### src/rtl/flash_seq_pkg.sv
package flash_seq_pkg;

    localparam int CMD_W = 8;

    localparam logic [CMD_W-1:0] CMD_VERIFY     = 8'h05;
    localparam logic [CMD_W-1:0] CMD_PROGRAM    = 8'h20;
    localparam logic [CMD_W-1:0] CMD_PAGE_ERASE = 8'h40;
    localparam logic [CMD_W-1:0] CMD_MASS_ERASE = 8'h41;

    localparam logic [1:0] OFS_DIV  = 2'd0;
    localparam logic [1:0] OFS_CMD  = 2'd1;
    localparam logic [1:0] OFS_STAT = 2'd2;

    localparam int STAT_LAUNCH_BIT = 0;
    localparam int STAT_CLR_BIT    = 1;

    typedef enum logic [2:0] {
        EV_NONE,
        EV_ARRAY,
        EV_DIV,
        EV_CMD,
        EV_LAUNCH,
        EV_STAT,
        EV_OTHER
    } bus_ev_e;

    typedef struct packed {
        bus_ev_e ev;
        logic    clr_err;
    } bus_evt_t;

    typedef enum logic [1:0] {
        ST_IDLE,
        ST_HAVE_DATA,
        ST_HAVE_CMD,
        ST_BUSY
    } seq_state_e;

    typedef struct packed {
        logic load_data;
        logic load_cmd;
        logic flush;
        logic div_we;
    } seq_ctl_t;

    function automatic logic cmd_known(input logic [CMD_W-1:0] c);
        return (c == CMD_VERIFY) || (c == CMD_PROGRAM) ||
               (c == CMD_PAGE_ERASE) || (c == CMD_MASS_ERASE);
    endfunction

    function automatic logic cmd_uses_data(input logic [CMD_W-1:0] c);
        return c == CMD_PROGRAM;
    endfunction

    function automatic logic cmd_uses_addr(input logic [CMD_W-1:0] c);
        return (c == CMD_PROGRAM) || (c == CMD_PAGE_ERASE);
    endfunction

endpackage

### src/rtl/flash_bus_decode.sv
module flash_bus_decode
    import flash_seq_pkg::*;
#(
    parameter int ADDR_W = 20,
    parameter int DATA_W = 32
) (
    input  logic              wr_en,
    input  logic              wr_array,
    input  logic [ADDR_W-1:0] wr_addr,
    input  logic [DATA_W-1:0] wr_data,
    output bus_evt_t          evt
);

    always_comb begin
        evt.ev      = EV_NONE;
        evt.clr_err = 1'b0;
        if (wr_en) begin
            if (wr_array) begin
                evt.ev = EV_ARRAY;
            end else begin
                unique case (wr_addr[1:0])
                    OFS_DIV:  evt.ev = EV_DIV;
                    OFS_CMD:  evt.ev = EV_CMD;
                    OFS_STAT: begin
                        evt.ev      = wr_data[STAT_LAUNCH_BIT] ? EV_LAUNCH : EV_STAT;
                        evt.clr_err = wr_data[STAT_CLR_BIT];
                    end
                    default:  evt.ev = EV_OTHER;
                endcase
            end
        end
    end

endmodule

### src/rtl/flash_div_reg.sv
module flash_div_reg #(
    parameter int DIV_W = 7
) (
    input  logic             clk,
    input  logic             rst,
    input  logic             we,
    input  logic [DIV_W-1:0] din,
    output logic [DIV_W-1:0] div_q,
    output logic             loaded
);

    always_ff @(posedge clk) begin
        if (rst) begin
            div_q  <= '0;
            loaded <= 1'b0;
        end else if (we) begin
            div_q  <= din;
            loaded <= 1'b1;
        end
    end


    div_load_chk: assert property (@(posedge clk) disable iff (rst)
        we |=> (loaded && div_q == $past(din)));

endmodule

### src/rtl/flash_seq_fsm.sv
module flash_seq_fsm
    import flash_seq_pkg::*;
(
    input  logic     clk,
    input  logic     rst,
    input  bus_evt_t evt,
    input  logic     cmd_ok,
    input  logic     div_loaded,
    input  logic     fc_done,
    output seq_ctl_t ctl,
    output logic     busy,
    output logic     acc_err,
    output logic     complete
);

    seq_state_e state, state_d;
    logic       err_set;
    logic       cmpl_set;
    logic       cmpl_clr;

    always_comb begin
        state_d  = state;
        ctl      = '0;
        err_set  = 1'b0;
        cmpl_set = 1'b0;
        cmpl_clr = 1'b0;
        unique case (state)
            ST_IDLE: begin
                unique case (evt.ev)
                    EV_ARRAY: begin
                        ctl.load_data = 1'b1;
                        state_d       = ST_HAVE_DATA;
                    end
                    EV_DIV:              ctl.div_we = 1'b1;
                    EV_CMD, EV_LAUNCH:   err_set    = 1'b1;
                    default: ;
                endcase
            end
            ST_HAVE_DATA: begin
                if (evt.ev == EV_CMD && cmd_ok) begin
                    ctl.load_cmd = 1'b1;
                    state_d      = ST_HAVE_CMD;
                end else if (evt.ev != EV_NONE) begin
                    err_set   = 1'b1;
                    ctl.flush = 1'b1;
                    state_d   = ST_IDLE;
                end
            end
            ST_HAVE_CMD: begin
                if (evt.ev == EV_LAUNCH && div_loaded) begin
                    cmpl_clr = 1'b1;
                    state_d  = ST_BUSY;
                end else if (evt.ev != EV_NONE) begin
                    err_set   = 1'b1;
                    ctl.flush = 1'b1;
                    state_d   = ST_IDLE;
                end
            end
            ST_BUSY: begin
                if (evt.ev != EV_NONE) err_set = 1'b1;
                if (fc_done) begin
                    cmpl_set  = 1'b1;
                    ctl.flush = 1'b1;
                    state_d   = ST_IDLE;
                end
            end
            default: state_d = ST_IDLE;
        endcase
    end

    always_ff @(posedge clk) begin
        if (rst) begin
            state    <= ST_IDLE;
            acc_err  <= 1'b0;
            complete <= 1'b0;
        end else begin
            state <= state_d;
            if (err_set)          acc_err <= 1'b1;
            else if (evt.clr_err) acc_err <= 1'b0;
            if (cmpl_set)         complete <= 1'b1;
            else if (cmpl_clr)    complete <= 1'b0;
        end
    end

    assign busy = (state == ST_BUSY);


    busy_needs_div_chk: assert property (@(posedge clk) disable iff (rst)
        busy |-> div_loaded);


    busy_from_launch_chk: assert property (@(posedge clk) disable iff (rst)
        $rose(busy) |-> $past(evt.ev == EV_LAUNCH));


    busy_hold_chk: assert property (@(posedge clk) disable iff (rst)
        (busy && !fc_done) |=> busy);


    err_sticky_chk: assert property (@(posedge clk) disable iff (rst)
        (acc_err && !evt.clr_err) |=> acc_err);

endmodule

### src/rtl/flash_cmd_buffer.sv
module flash_cmd_buffer
    import flash_seq_pkg::*;
#(
    parameter int ADDR_W    = 20,
    parameter int DATA_W    = 32,
    parameter int PAGE_BITS = 10
) (
    input  logic              clk,
    input  logic              rst,
    input  logic              load_data,
    input  logic              load_cmd,
    input  logic              flush,
    input  logic [ADDR_W-1:0] addr_in,
    input  logic [DATA_W-1:0] data_in,
    input  logic [CMD_W-1:0]  cmd_in,
    output logic [CMD_W-1:0]  cmd_q,
    output logic [ADDR_W-1:0] addr_eff,
    output logic [DATA_W-1:0] data_eff
);

    localparam logic [ADDR_W-1:0] PAGE_MASK = ~((ADDR_W'(1) << PAGE_BITS) - ADDR_W'(1));

    logic [ADDR_W-1:0] addr_q;
    logic [DATA_W-1:0] data_q;

    always_ff @(posedge clk) begin
        if (rst || flush) begin
            addr_q <= '0;
            data_q <= '0;
            cmd_q  <= '0;
        end else begin
            if (load_data) begin
                addr_q <= addr_in;
                data_q <= data_in;
            end
            if (load_cmd) cmd_q <= cmd_in;
        end
    end

    always_comb begin
        addr_eff = '0;
        if (cmd_uses_addr(cmd_q)) begin
            addr_eff = (cmd_q == CMD_PAGE_ERASE) ? (addr_q & PAGE_MASK) : addr_q;
        end
        data_eff = cmd_uses_data(cmd_q) ? data_q : '0;
    end

endmodule

### src/rtl/flash_cmd_seq.sv
module flash_cmd_seq
    import flash_seq_pkg::*;
#(
    parameter int ADDR_W    = 20,
    parameter int DATA_W    = 32,
    parameter int DIV_W     = 7,
    parameter int PAGE_BITS = 10
) (
    input  logic              clk,
    input  logic              rst,
    input  logic              wr_en,
    input  logic              wr_array,
    input  logic [ADDR_W-1:0] wr_addr,
    input  logic [DATA_W-1:0] wr_data,
    input  logic              fc_done,
    output logic              fc_req,
    output logic [7:0]        fc_cmd,
    output logic [ADDR_W-1:0] fc_addr,
    output logic [DATA_W-1:0] fc_data,
    output logic [DIV_W-1:0]  fc_div,
    output logic              div_loaded,
    output logic              buf_empty,
    output logic              cmd_complete,
    output logic              acc_err
);

    bus_evt_t          evt;
    seq_ctl_t          ctl;
    logic              busy;
    logic              cmd_ok;
    logic [CMD_W-1:0]  cmd_q;
    logic [ADDR_W-1:0] addr_eff;
    logic [DATA_W-1:0] data_eff;

    assign cmd_ok = cmd_known(wr_data[CMD_W-1:0]);

    flash_bus_decode #(.ADDR_W(ADDR_W), .DATA_W(DATA_W)) u_dec (
        .wr_en    (wr_en),
        .wr_array (wr_array),
        .wr_addr  (wr_addr),
        .wr_data  (wr_data),
        .evt      (evt)
    );

    flash_div_reg #(.DIV_W(DIV_W)) u_div (
        .clk    (clk),
        .rst    (rst),
        .we     (ctl.div_we),
        .din    (wr_data[DIV_W-1:0]),
        .div_q  (fc_div),
        .loaded (div_loaded)
    );

    flash_seq_fsm u_fsm (
        .clk        (clk),
        .rst        (rst),
        .evt        (evt),
        .cmd_ok     (cmd_ok),
        .div_loaded (div_loaded),
        .fc_done    (fc_done),
        .ctl        (ctl),
        .busy       (busy),
        .acc_err    (acc_err),
        .complete   (cmd_complete)
    );

    flash_cmd_buffer #(.ADDR_W(ADDR_W), .DATA_W(DATA_W), .PAGE_BITS(PAGE_BITS)) u_buf (
        .clk       (clk),
        .rst       (rst),
        .load_data (ctl.load_data),
        .load_cmd  (ctl.load_cmd),
        .flush     (ctl.flush),
        .addr_in   (wr_addr),
        .data_in   (wr_data),
        .cmd_in    (wr_data[CMD_W-1:0]),
        .cmd_q     (cmd_q),
        .addr_eff  (addr_eff),
        .data_eff  (data_eff)
    );

    assign fc_req    = busy;
    assign buf_empty = !busy;
    assign fc_cmd    = busy ? cmd_q : '0;
    assign fc_addr   = busy ? addr_eff : '0;
    assign fc_data   = busy ? data_eff : '0;


    page_mask_chk: assert property (@(posedge clk) disable iff (rst)
        (fc_req && fc_cmd == CMD_PAGE_ERASE) |-> (fc_addr[PAGE_BITS-1:0] == '0 && fc_data == '0));


    cmd_stable_chk: assert property (@(posedge clk) disable iff (rst)
        (fc_req && $past(fc_req)) |-> ($stable(fc_cmd) && $stable(fc_addr) && $stable(fc_data)));


    no_addr_chk: assert property (@(posedge clk) disable iff (rst)
        (fc_req && (fc_cmd == CMD_MASS_ERASE || fc_cmd == CMD_VERIFY)) |-> (fc_addr == '0));

endmodule

### config.mk
export PLATFORM = sky130hd
export DESIGN_NAME = flash_cmd_seq
export DESIGN_NICKNAME = d
export VERILOG_FILES = /design/src/rtl/flash_seq_pkg.sv /design/src/rtl/flash_bus_decode.sv /design/src/rtl/flash_div_reg.sv /design/src/rtl/flash_seq_fsm.sv /design/src/rtl/flash_cmd_buffer.sv /design/src/rtl/flash_cmd_seq.sv
export SDC_FILE = /design/constraint.sdc
export NUM_CORES = 1
export LEC_CHECK = 0
export ABC_AREA = 1
export BUFFER_PORTS_ARGS = -buffer_cell sky130_fd_sc_hd__clkbuf_2
export CAP_MARGIN = 20
export CORE_MARGIN = 2
export CORE_UTILIZATION = 51
export DETAILED_ROUTE_END_ITERATION = 6
export MAX_ROUTING_LAYER = met4
export PLACE_DENSITY_LB_ADDON = 0.3
export SYNTH_ARGS = -nofsm -noshare
export SYNTH_HDL_FRONTEND = slang
export SYNTH_HIERARCHICAL = 1
export SYNTH_SLANG_ARGS = --single-unit
export TNS_END_PERCENT = 30
### constraint.sdc
create_clock -name clk -period 2.16 [get_ports clk]
set_input_delay 0 -clock clk [delete_from_list [all_inputs] [get_ports clk]]
set_output_delay 0 -clock clk [all_outputs]
set_load 0.05 [all_outputs]
# --- After elaboration in Yosys (flattened, before gate mapping) ---
# Cells that the tools add are included.
classes:
  addsub: 0
  n_mul: 0
  n_div: 0
  order_cmp: 0
  n_eq_ne: 17
  n_shift: 0
  muxes: 38
  n_bitwise: 0
  n_reduce_logical: 15
op_table:
  columns: ["cell", "n"]
  rows:
  - ["$mux 32", 2]
  - ["$mux 20", 2]
  - ["$eq 8x7->1 const B", 3]
  - ["$mux 1", 21]
  - ["$eq 8x6->1 const B", 2]
  - ["$mux 10", 1]
  - ["$mux 2", 5]
  - ["$pmux 3 s3", 1]
  - ["$eq 8x3->1 const B", 1]
  - ["$mux 8", 1]
  - ["$pmux 2 s4", 1]
  - ["$eq 2x2->1 const B", 3]
  - ["$eq 3x2->1 const B", 2]
  - ["$logic_or 1x1->1", 5]
  - ["$eq 2x1->1 const B", 2]
  - ["$logic_not 2->1", 2]
  - ["$mux 4", 1]
  - ["$ne 2x2->1 const B", 2]
  - ["$pmux 1 s4", 1]
  - ["$reduce_bool 2->1", 2]
  - ["$eq 3x1->1 const B", 1]
  - ["$eq 3x3->1 const B", 1]
  - ["$mux 3", 1]
  - ["$pmux 1 s3", 1]
  - ["other kinds (5)", 6]
totals:
  reg_bits: 72
  latch_bits: 0
  mem_bits_rw: 0
  mem_bits_ro: 0
  out_inout_bits: 72
  elab_cells: 78
  memories: 0

# --- Depth between registers and ports, before layout ---
# Gate-level depths: netlist of run 1.
depth:
  ltp_word: 10
  mapped_depth: 14
  mapped_depth_nobuf: 12

# --- Cells and area by module ---
# Netlist of run 1, hierarchy kept.
by_module_without_submodules:
  columns: ["module", "instances", "cells_each", "area_each_um2", "seq_area_each_um2"]
  rows:
  - ["flash_cmd_buffer", 1, 383, 2573.7, 1201.2]
  - ["flash_cmd_seq", 1, 143, 641.9, 0.0]
  - ["flash_seq_fsm", 1, 55, 316.6, 80.1]
  - ["flash_div_reg", 1, 47, 314.1, 160.2]
  - ["flash_bus_decode", 1, 16, 60.1, 0.0]

# --- Worst setup path before layout of run 1 ---
# OpenSTA, ideal clock, no wires.
synth_timing:
  kind: "register -> register"
  start: "register u_div.loaded"
  end: "register u_buf.addr_q[0]"
  setup_ns: 0.070
  arrival_time_ns: 1.519
  path_slack_ns: 0.571
  path_stages_with_launch: 8
  n_path_buf: 2
  period_less_slack_ns: 1.589
  path_cell_list: "dfxtp_1 o21ai_2 nand2_1 nand3b_1 or2_1 clkbuf_1 buf_2 a21oi_1"
synth_lines:
  columns: ["element", "line", "text"]
  rows:
  - ["start, declared", "flash_div_reg.sv:9", "output logic loaded"]
  - ["start signal, assigned", "flash_div_reg.sv:15", "loaded <= 1'b0;"]
  - ["start signal, assigned", "flash_div_reg.sv:18", "loaded <= 1'b1;"]
  - ["end signal, assigned", "flash_cmd_buffer.sv:33", "addr_q <= addr_in;"]
  - ["end, declared", "flash_cmd_buffer.sv:23", "logic [ADDR_W-1:0] addr_q;"]

==> results.tsv, run 1 <==
stage	metric	value	unit
finish	share of layout cells above drive strength 1	22.5	%
clock_network	H-Tree Level Count	3	
setup_path	Worst Path Required	2.42	ns
clock_network	CTS tree	yes	
run_status	status	complete, no violations	
setup_path	CP max stage cell	dlygate4sd3_1	
clock_network	CTS Sinks	72	
clock_network	Worst-Skew Late Latency	0.34	ns
setup_path	crit end category	register	
setup_path	Setup CP Type	in2reg	
floorplan	Die Y-Extent	91.5	um
routing	TritonRoute pass-1 iters	5	
setup_path	FF-to-FF Start	u_fsm/state[0]$_SDFFE_PP0P_	
yosys	Yosys reg bits	72	
job	MaxCap Viol Count	0	
floorplan	number of core rows	31	
finish	nets	871	
setup_path	CP arrival	2.31	ns
floorplan	core area	0.00733	mm2
floorplan	# IOs	129	
clock_network	post-cts gate resize count	0	
finish	area of the multi-input gates	0.00171	mm2
routing	WL per Instance	11.2	um
sta	f_max	488	MHz
sta	setup violators final	0	
placement	Setup Slack @ Placement	0.180	ns
setup_path	worst path bufs/invs	5	
global_route	Remaining Overflow, GRT	0	
setup_path	Worst path most repeated cell	nor2_1	
setup_path	cells along the critical path	dlygate4sd3_1 > clkbuf_2 > inv_1 > nand2_1 > nor2_1 > nand2_1 > nor2_1 > nand4_1 > inv_1 > nor2_1 > nand3b_1 > or2_2 > buf_12 > a21oi_1	
finish	sequential cell area	0.00144	mm2
clock_network	setup bufs post-CTS	0	
clock_network	Longest Clk Path Bufs	2	
sta	measured slew at the worst slew-check pin	0.472	ns
yosys	post-synthesis sequential area ratio	36.9	%
routing	total number of vias	4236	
routing	drt drc	0	
sta	final setup TNS	0	ns
global_route	vias in the first global route	3945	
setup_path	FF-to-FF setup slack	0.65	ns
min_path	Hold Path Origin	wr_data[0]	
sta	RSZ-0062 raised after global routing	no	
setup_path	nature of the critical path startpoint	primary input	
sta	Tcrit/Tclk final	94.8	%
clock_network	Num CTS Buffers	9	
power_and_ir_drop	peak supply drop	605	uV
sta	Period minus WS final	2.05	ns
sta	final setup margin	0.112	ns
finish	area delta synth->final	36.3	%
setup_path	R2R Path End	u_buf/addr_q[17]$_SDFFE_PP0P_	
floorplan	Die Area	0.00838	mm2
floorplan	Die X	91.5	um
sta	clk_skew	0.00782	ns
power_and_ir_drop	Lkg Pwr	0.00278	uW
setup_path	Worst path top cell family by delay	buffers and inverters	
yosys	Post-Syn Instances	644	
yosys	Post-Syn Area	0.00391	mm2
placement	RePlAce Congestion	0.909	
sta	Final Max Slew Viols	0	
finish	Fill cells	613	
yosys	Unique masters post-synth	26	
setup_path	r2r worst-path depth	8	
global_route	overall routing resource usage	25.7	%
clock_network	Root Driver	clkbuf_8	
placement	IO Port Bufs	128	
min_path	Hold Crit Class	in2reg	
yosys	Ys Warns	6	
sta	max_slew headroom	68.4	%
routing	DR vias/cell	4.61	
global_route	first-pass GRT wire length	17100	um
global_route	pin count of the biggest net entering global routing	64	
power_and_ir_drop	power per standard cell area	604	mW/mm2
setup_path	worst-path maximum fanout	60	
routing	DRT iter0 DRCs	155	
yosys	Avg Inst Size Synth	6.07	um2
yosys	Post-Syn Nets	701	
floorplan	Starting Density	53.3	%
setup_path	Max stage delay on crit path	0.54	ns
clock_network	clock-pin slew on the worst setup and hold paths	0.08	ns
placement	dpl hpwl	6460	um
sta	final hold vios	0	
routing	number of routed nets with antenna violations	0	
routing	drt total wl	10300	um
min_path	hold-critical path endpoint	u_buf/data_q[0]$_SDFFE_PP0P_	
min_path	Hold Crit Depth	3	
finish	final antenna diode count	0	
global_route	initial antenna violation count	0	
[power by group]
part / switching, uW / internal, uW / total [uW]
registers: 35.2 / 1390 / 1430
logic: 266 / 198 / 464
clock network: 493 / 829 / 1320
[cell usage in the layout (no fill, tap or decap), drive strengths merged]
cell and instances:
clkbuf 139, dfxtp 72, dlygate4sd3 54, nand3b 1
and2 1, inv 136, buf 8, nand4 3
o21ai 3, bufinv 3, nand3 4, nand2 233
nor4 1, clkinvlp 1, nor2 91, or2 2
a21oi 65, clkinv 2
[stage by stage]
step | util (%) | area [um2] | hold slack [ns] | total power [uW] | std cells
finish | 72.6 | 5330 | 0.0316 | 3220 | 918
global route | 72.6 | 5330 | 0.0334 | 3350 | 918
CTS | 72.6 | 5330 | 0.0133 | 3240 | 918
detailed placement | 61.8 | 4530 | 0.244 | 1840 | 848
global placement | 61.8 | 4530 | 0.237 | 1830 | 848
floorplan | - | 3910 | 0.0691 | 1710 | 644
[kinds of logic after synthesis]
kind of cell           Yosys count  synth area share, %
DFF                             72                 36.9
AOI/OAI and AO/OA               68                 8.81
and+or+nand+nor                336                 34.7
buffers and inverters          168                 19.6
[worst max path at each step]
stage                           startpoint                       endpoint  slack, ns  cells past startpoint
2_1_floorplan    u_div/loaded$_SDFFE_PP0P_   u_buf/addr_q[0]$_SDFFE_PP0P_       0.57                      7
3_3_place_gp                    wr_addr[0]  u_buf/addr_q[19]$_SDFFE_PP0P_       0.33                     13
3_5_place_dp                    wr_addr[0]   u_buf/data_q[0]$_SDFFE_PP0P_       0.18                     13
4_1_cts        u_buf/cmd_q[0]$_SDFFE_PP0P_                     fc_addr[9]       0.17                      7
5_1_grt                         wr_data[1]  u_buf/data_q[23]$_SDFFE_PP0P_      0.004                     14
6_report                        wr_data[1]   u_buf/data_q[0]$_SDFFE_PP0P_       0.11                     14
[metal layers]
metal / share of wire (%) / global-route usage, % / vias to the layer above
met5: 0 / - / -
met4: 2.3 / 11.2 / 0
met3: 5.3 / 3.82 / 21
met2: 52 / 46.4 / 136
met1: 41 / 27.7 / 1875
li1: - / - / 2204
[what timing repair did]
action	CTS	global route
hold buffers	54	0
endpoints found under the setup margin	0	0
endpoints found under the hold margin	67	0
[Yosys cell counts (all sizes together)]
cell type    n  area share [%]
nand2      233              23
o21ai        3            0.48
nand3b       1            0.19
clkinv       1           0.096
nand3        4            0.51
dfxtp       72              37
a21oi       65             8.3
or2          2            0.32
nor2        91             9.3
nand4        3            0.86
nor4         1            0.16
inv        136              13
and2         1            0.16
buf         24             5.8
clkbuf       7            0.67
[layout make-up]
type	count	share of cell area, %
inverter	137	9.66
timing repair buffer	190	24.0
sequential	72	27.1
clock buffer	11	2.84
tap	99	2.33
multi-input combinational	404	32.2
clock inverter	5	1.93
[flip-flops by register name, indices dropped and copies added (netlist names)]
signal,cells
u_fsm/complete,1
u_buf/cmd_q,8
u_div/loaded,1
u_buf/addr_q,20
u_fsm/acc_err,1
u_buf/data_q,32
u_div/div_q,7
u_fsm/state,2
[tightest hold or removal path: cells and delay by family]
family | cells | cell delay (ns)
compound gates | 1 | 0.07
buf+inv | 1 | 0.14
simple gates | 1 | 0.10
(Power assumes the default switching activity.)
==> inputs of run 2 (changes only) <==
--- a/config.mk
+++ b/config.mk
@@ -5,13 +5,11 @@
 export SDC_FILE = /design/constraint.sdc
 export NUM_CORES = 1
 export LEC_CHECK = 0
-export ABC_AREA = 1
 export BUFFER_PORTS_ARGS = -buffer_cell sky130_fd_sc_hd__clkbuf_2
 export CAP_MARGIN = 20
 export CORE_MARGIN = 2
 export CORE_UTILIZATION = 51
 export DETAILED_ROUTE_END_ITERATION = 6
-export MAX_ROUTING_LAYER = met4
 export PLACE_DENSITY_LB_ADDON = 0.3
 export SYNTH_ARGS = -nofsm -noshare
 export SYNTH_HDL_FRONTEND = slang
==> run 2 against run 1 <==
  * Power is 6.4% lower
  * Register-to-register slack worse by 0.38 ns
  * Sequential share of layout area is 1.9 points lower
  * Non-clock buffer count up 4
  * Final cell count decreased by 20%
  * Global-route usage is 0.96 points lower
  * Cell area rose by 7.7%
  * Via count down 12%
  * Setup slack lost 0.075 ns
  * Clock power decreased by 17%
==> results.tsv, run 2 <==
stage	metric	value	unit
yosys	most common cell in the synthesized netlist	nor2_1	
yosys	EDFF count, synth	0	
clock_network	Longest Clk Path Bufs	2	
finish	commonest non-fill, non-tap cell in the layout	clkbuf_2	
routing	DRT iter0 DRCs	185	
yosys	Unique masters post-synth	47	
floorplan	number of core rows	32	
sta	RSZ-0062 raised after global routing	yes	
floorplan	core area	0.00773	mm2
global_route	vias in the first global route	3595	
finish	Fill cells	556	
sta	max_slew headroom	51.2	%
global_route	Remaining Overflow, GRT	0	
min_path	Hold Crit Depth	2	
finish	sequential cell area	0.00144	mm2
finish	fin util	74.2	%
power_and_ir_drop	power per standard cell area	525	mW/mm2
clock_network	Worst-Skew Late Latency	0.35	ns
yosys	Ys Warns	6	
sta	measured slew at the worst slew-check pin	0.729	ns
finish	Largest register FFs	32	
finish	area of the multi-input gates	0.00229	mm2
finish	nets	681	
setup_path	FF-to-FF setup slack	0.27	ns
sta	Tcrit/Tclk final	98.3	%
placement	IO Port Bufs	128	
clock_network	H-Tree Level Count	3	
placement	RePlAce Congestion	0.792	
sta	Final Max Slew Viols	0	
yosys	post-synthesis sequential area ratio	35.5	%
floorplan	Die Y-Extent	93.2	um
setup_path	CP endpoint	fc_data[16]	
finish	share of layout cells above drive strength 1	36.1	%
yosys	Yosys reg bits	72	
setup_path	nature of the critical path startpoint	register	
floorplan	Starting Density	52.5	%
yosys	Post-Syn Area	0.00406	mm2
global_route	first-pass GRT wire length	17000	um
setup_path	Setup CP Type	reg2out	
clock_network	clock-pin slew on the worst setup and hold paths	0.07	ns
routing	WL per Instance	15.1	um
yosys	top-area cell type share of the netlist area	35.5	%
routing	drt drc	0	
setup_path	cells along the critical path	or4_4 > buf_6 > nor3_2 > and2_1 > buf_4	
setup_path	critical path depth	5	
routing	DR vias/cell	5.09	
sta	setup violators final	0	
clock_network	Num CTS Buffers	9	
setup_path	Worst path top cell family by delay	simple AND/OR/NAND/NOR gates	
finish	commonest non-fill, non-tap cells in the layout	88 x clkbuf_2, 74 x nor2_1, 71 x dfxtp_1	
setup_path	crit end category	output port	
finish	cell area after layout	0.00574	mm2
power_and_ir_drop	PnR Total Power	3010	uW
yosys	ys async rst share	0	%
sta	final hold vios	0	
routing	number of routed nets with antenna violations	0	
setup_path	worst path bufs/invs	2	
min_path	Hold Crit Class	in2reg	
global_route	overall routing resource usage	24.7	%
power_and_ir_drop	peak supply drop	565	uV
sta	clk_skew	0.00670	ns
setup_path	Worst Path Required	2.16	ns
floorplan	Die Area	0.00869	mm2
yosys	synth cell count leaders	74 x nor2_1, 72 x dfxtp_1, 68 x mux2i_1	
setup_path	CP max stage cell	or4_4	
placement	dpl hpwl	6790	um
yosys	top post-synthesis cells by area	dfxtp_1 36%, mux2i_1 17%, nor3_2 9.9%	
global_route	pin count of the biggest net entering global routing	51	
finish	Most flops, register	u_buf/data_q	
setup_path	R2R Path End	u_buf/addr_q[18]$_SDFFE_PP0P_	
sta	Period minus WS final	2.12	ns
yosys	Post-Syn Instances	455	
finish	area delta synth->final	41.3	%
yosys	Yosys top cell by area	dfxtp_1	
global_route	initial antenna violation count	0	
routing	TritonRoute pass-1 iters	4	
floorplan	Die X	93.2	um
placement	placed instance area	0.00484	mm2
clock_network	CTS tree	yes	
job	MaxCap Viol Count	0	
finish	biggest regs	u_buf/data_q x32, u_buf/addr_q x20, u_buf/cmd_q x8	
setup_path	Critical Path Source	u_buf/cmd_q[0]$_SDFFE_PP0P_	
run_status	status	complete, no violations	
routing	total number of vias	3724	
setup_path	FF-to-FF Start	u_div/loaded$_SDFFE_PP0P_	
clock_network	Root Driver	clkbuf_8	
setup_path	worst-path maximum fanout	15	
clock_network	CTS Sinks	72	
routing	drt total wl	11100	um
yosys	Post-Syn Nets	512	
floorplan	# IOs	129	
power_and_ir_drop	Lkg Pwr	0.00231	uW
setup_path	CP arrival	2.12	ns
yosys	top_reg_cell synth	dfxtp_1	
sta	f_max	471	MHz
sta	hold slack	0.00154	ns
setup_path	Max stage delay on crit path	0.65	ns
setup_path	r2r worst-path depth	6	
yosys	Avg Inst Size Synth	8.92	um2
## run 2: cell count changes in the layout (fill, tap and decap cells not counted), moves of 12 or more
cell,before,now
inv_1,127,46
nand2_2,12,0
nor3_2,0,42
clkbuf_4,0,23
a21oi_1,65,2
and2_1,1,60
clkbuf_2,128,88
mux2i_1,0,68
nand2_1,221,4
## run 2: stage by stage
stage | setup WS (ns) | std cells | setup TNS, ns
after CTS | -0.00325 | 729 | -0.00338
after global routing | -0.0603 | 731 | -0.123
after floorplan | 0.0668 | 455 | 0
final | 0.0371 | 732 | 0
after global placement | 0.233 | 661 | 0
after detailed placement | 0.149 | 661 | 0
## run 2: worst min-delay path by stage
stage / startpoint / endpoint / slack [ns]
after floorplan: rst / u_fsm/complete$_SDFFE_PP0P_ / 0.07
after global placement: wr_data[10] / u_buf/data_q[10]$_SDFFE_PP0P_ / 0.24
after detailed placement: wr_addr[19] / u_buf/addr_q[19]$_SDFFE_PP0P_ / 0.24
after CTS: wr_data[5] / u_buf/data_q[5]$_SDFFE_PP0P_ / 0.004
after global routing: rst / u_fsm/complete$_SDFFE_PP0P_ / 0.03
final: rst / u_fsm/complete$_SDFFE_PP0P_ / 0.002
## run 2: what timing repair did
item,4_1_cts,5_1_grt
pin swaps,1,1
hold buffers,50,0
endpoints found under the hold margin,56,0
cloned,1,2
buffers inserted,1,0
setup endpoints to repair,44,109
gates resized for setup,37,24
## run 2: layout make-up
type | count | area share (%)
multi-input combinational | 301 | 39.8
antenna | 1 | 0.0436
inverter | 46 | 3.01
sequential | 72 | 25.1
clock buffer | 11 | 2.64
clock inverter | 5 | 0.960
tap | 102 | 2.22
timing repair buffer | 194 | 26.1
## run 2: cell families after synthesis
logic type | Yosys count | synth area share [%]
buffers and inverters | 84 | 9.65
AND/OR/NAND/NOR | 216 | 34.9
AO/OA/AOI/OAI | 13 | 2.56
multiplexers | 68 | 16.8
XOR/XNOR | 2 | 0.616
flip-flops | 72 | 35.5
## run 2: power breakdown
part | internal, uW | leakage, uW | total [uW] | switching [uW]
logic | 241 | 0.00162 | 484 | 244
clock network | 592 | 0.000101 | 1090 | 500
registers | 1390 | 0.000586 | 1430 | 37.9
total | 2230 | 0.00231 | 3010 | 782
## run 2: metal layers
metal	share of wire [%]	vias up	track usage, %	wire length (um)
li1	-	1828	-	-
met5	0	-	0	0
met2	49	122	42.4	5470
met4	2.3	0	9.19	255
met3	4.7	23	3.14	520
met1	44	1751	31.6	4810
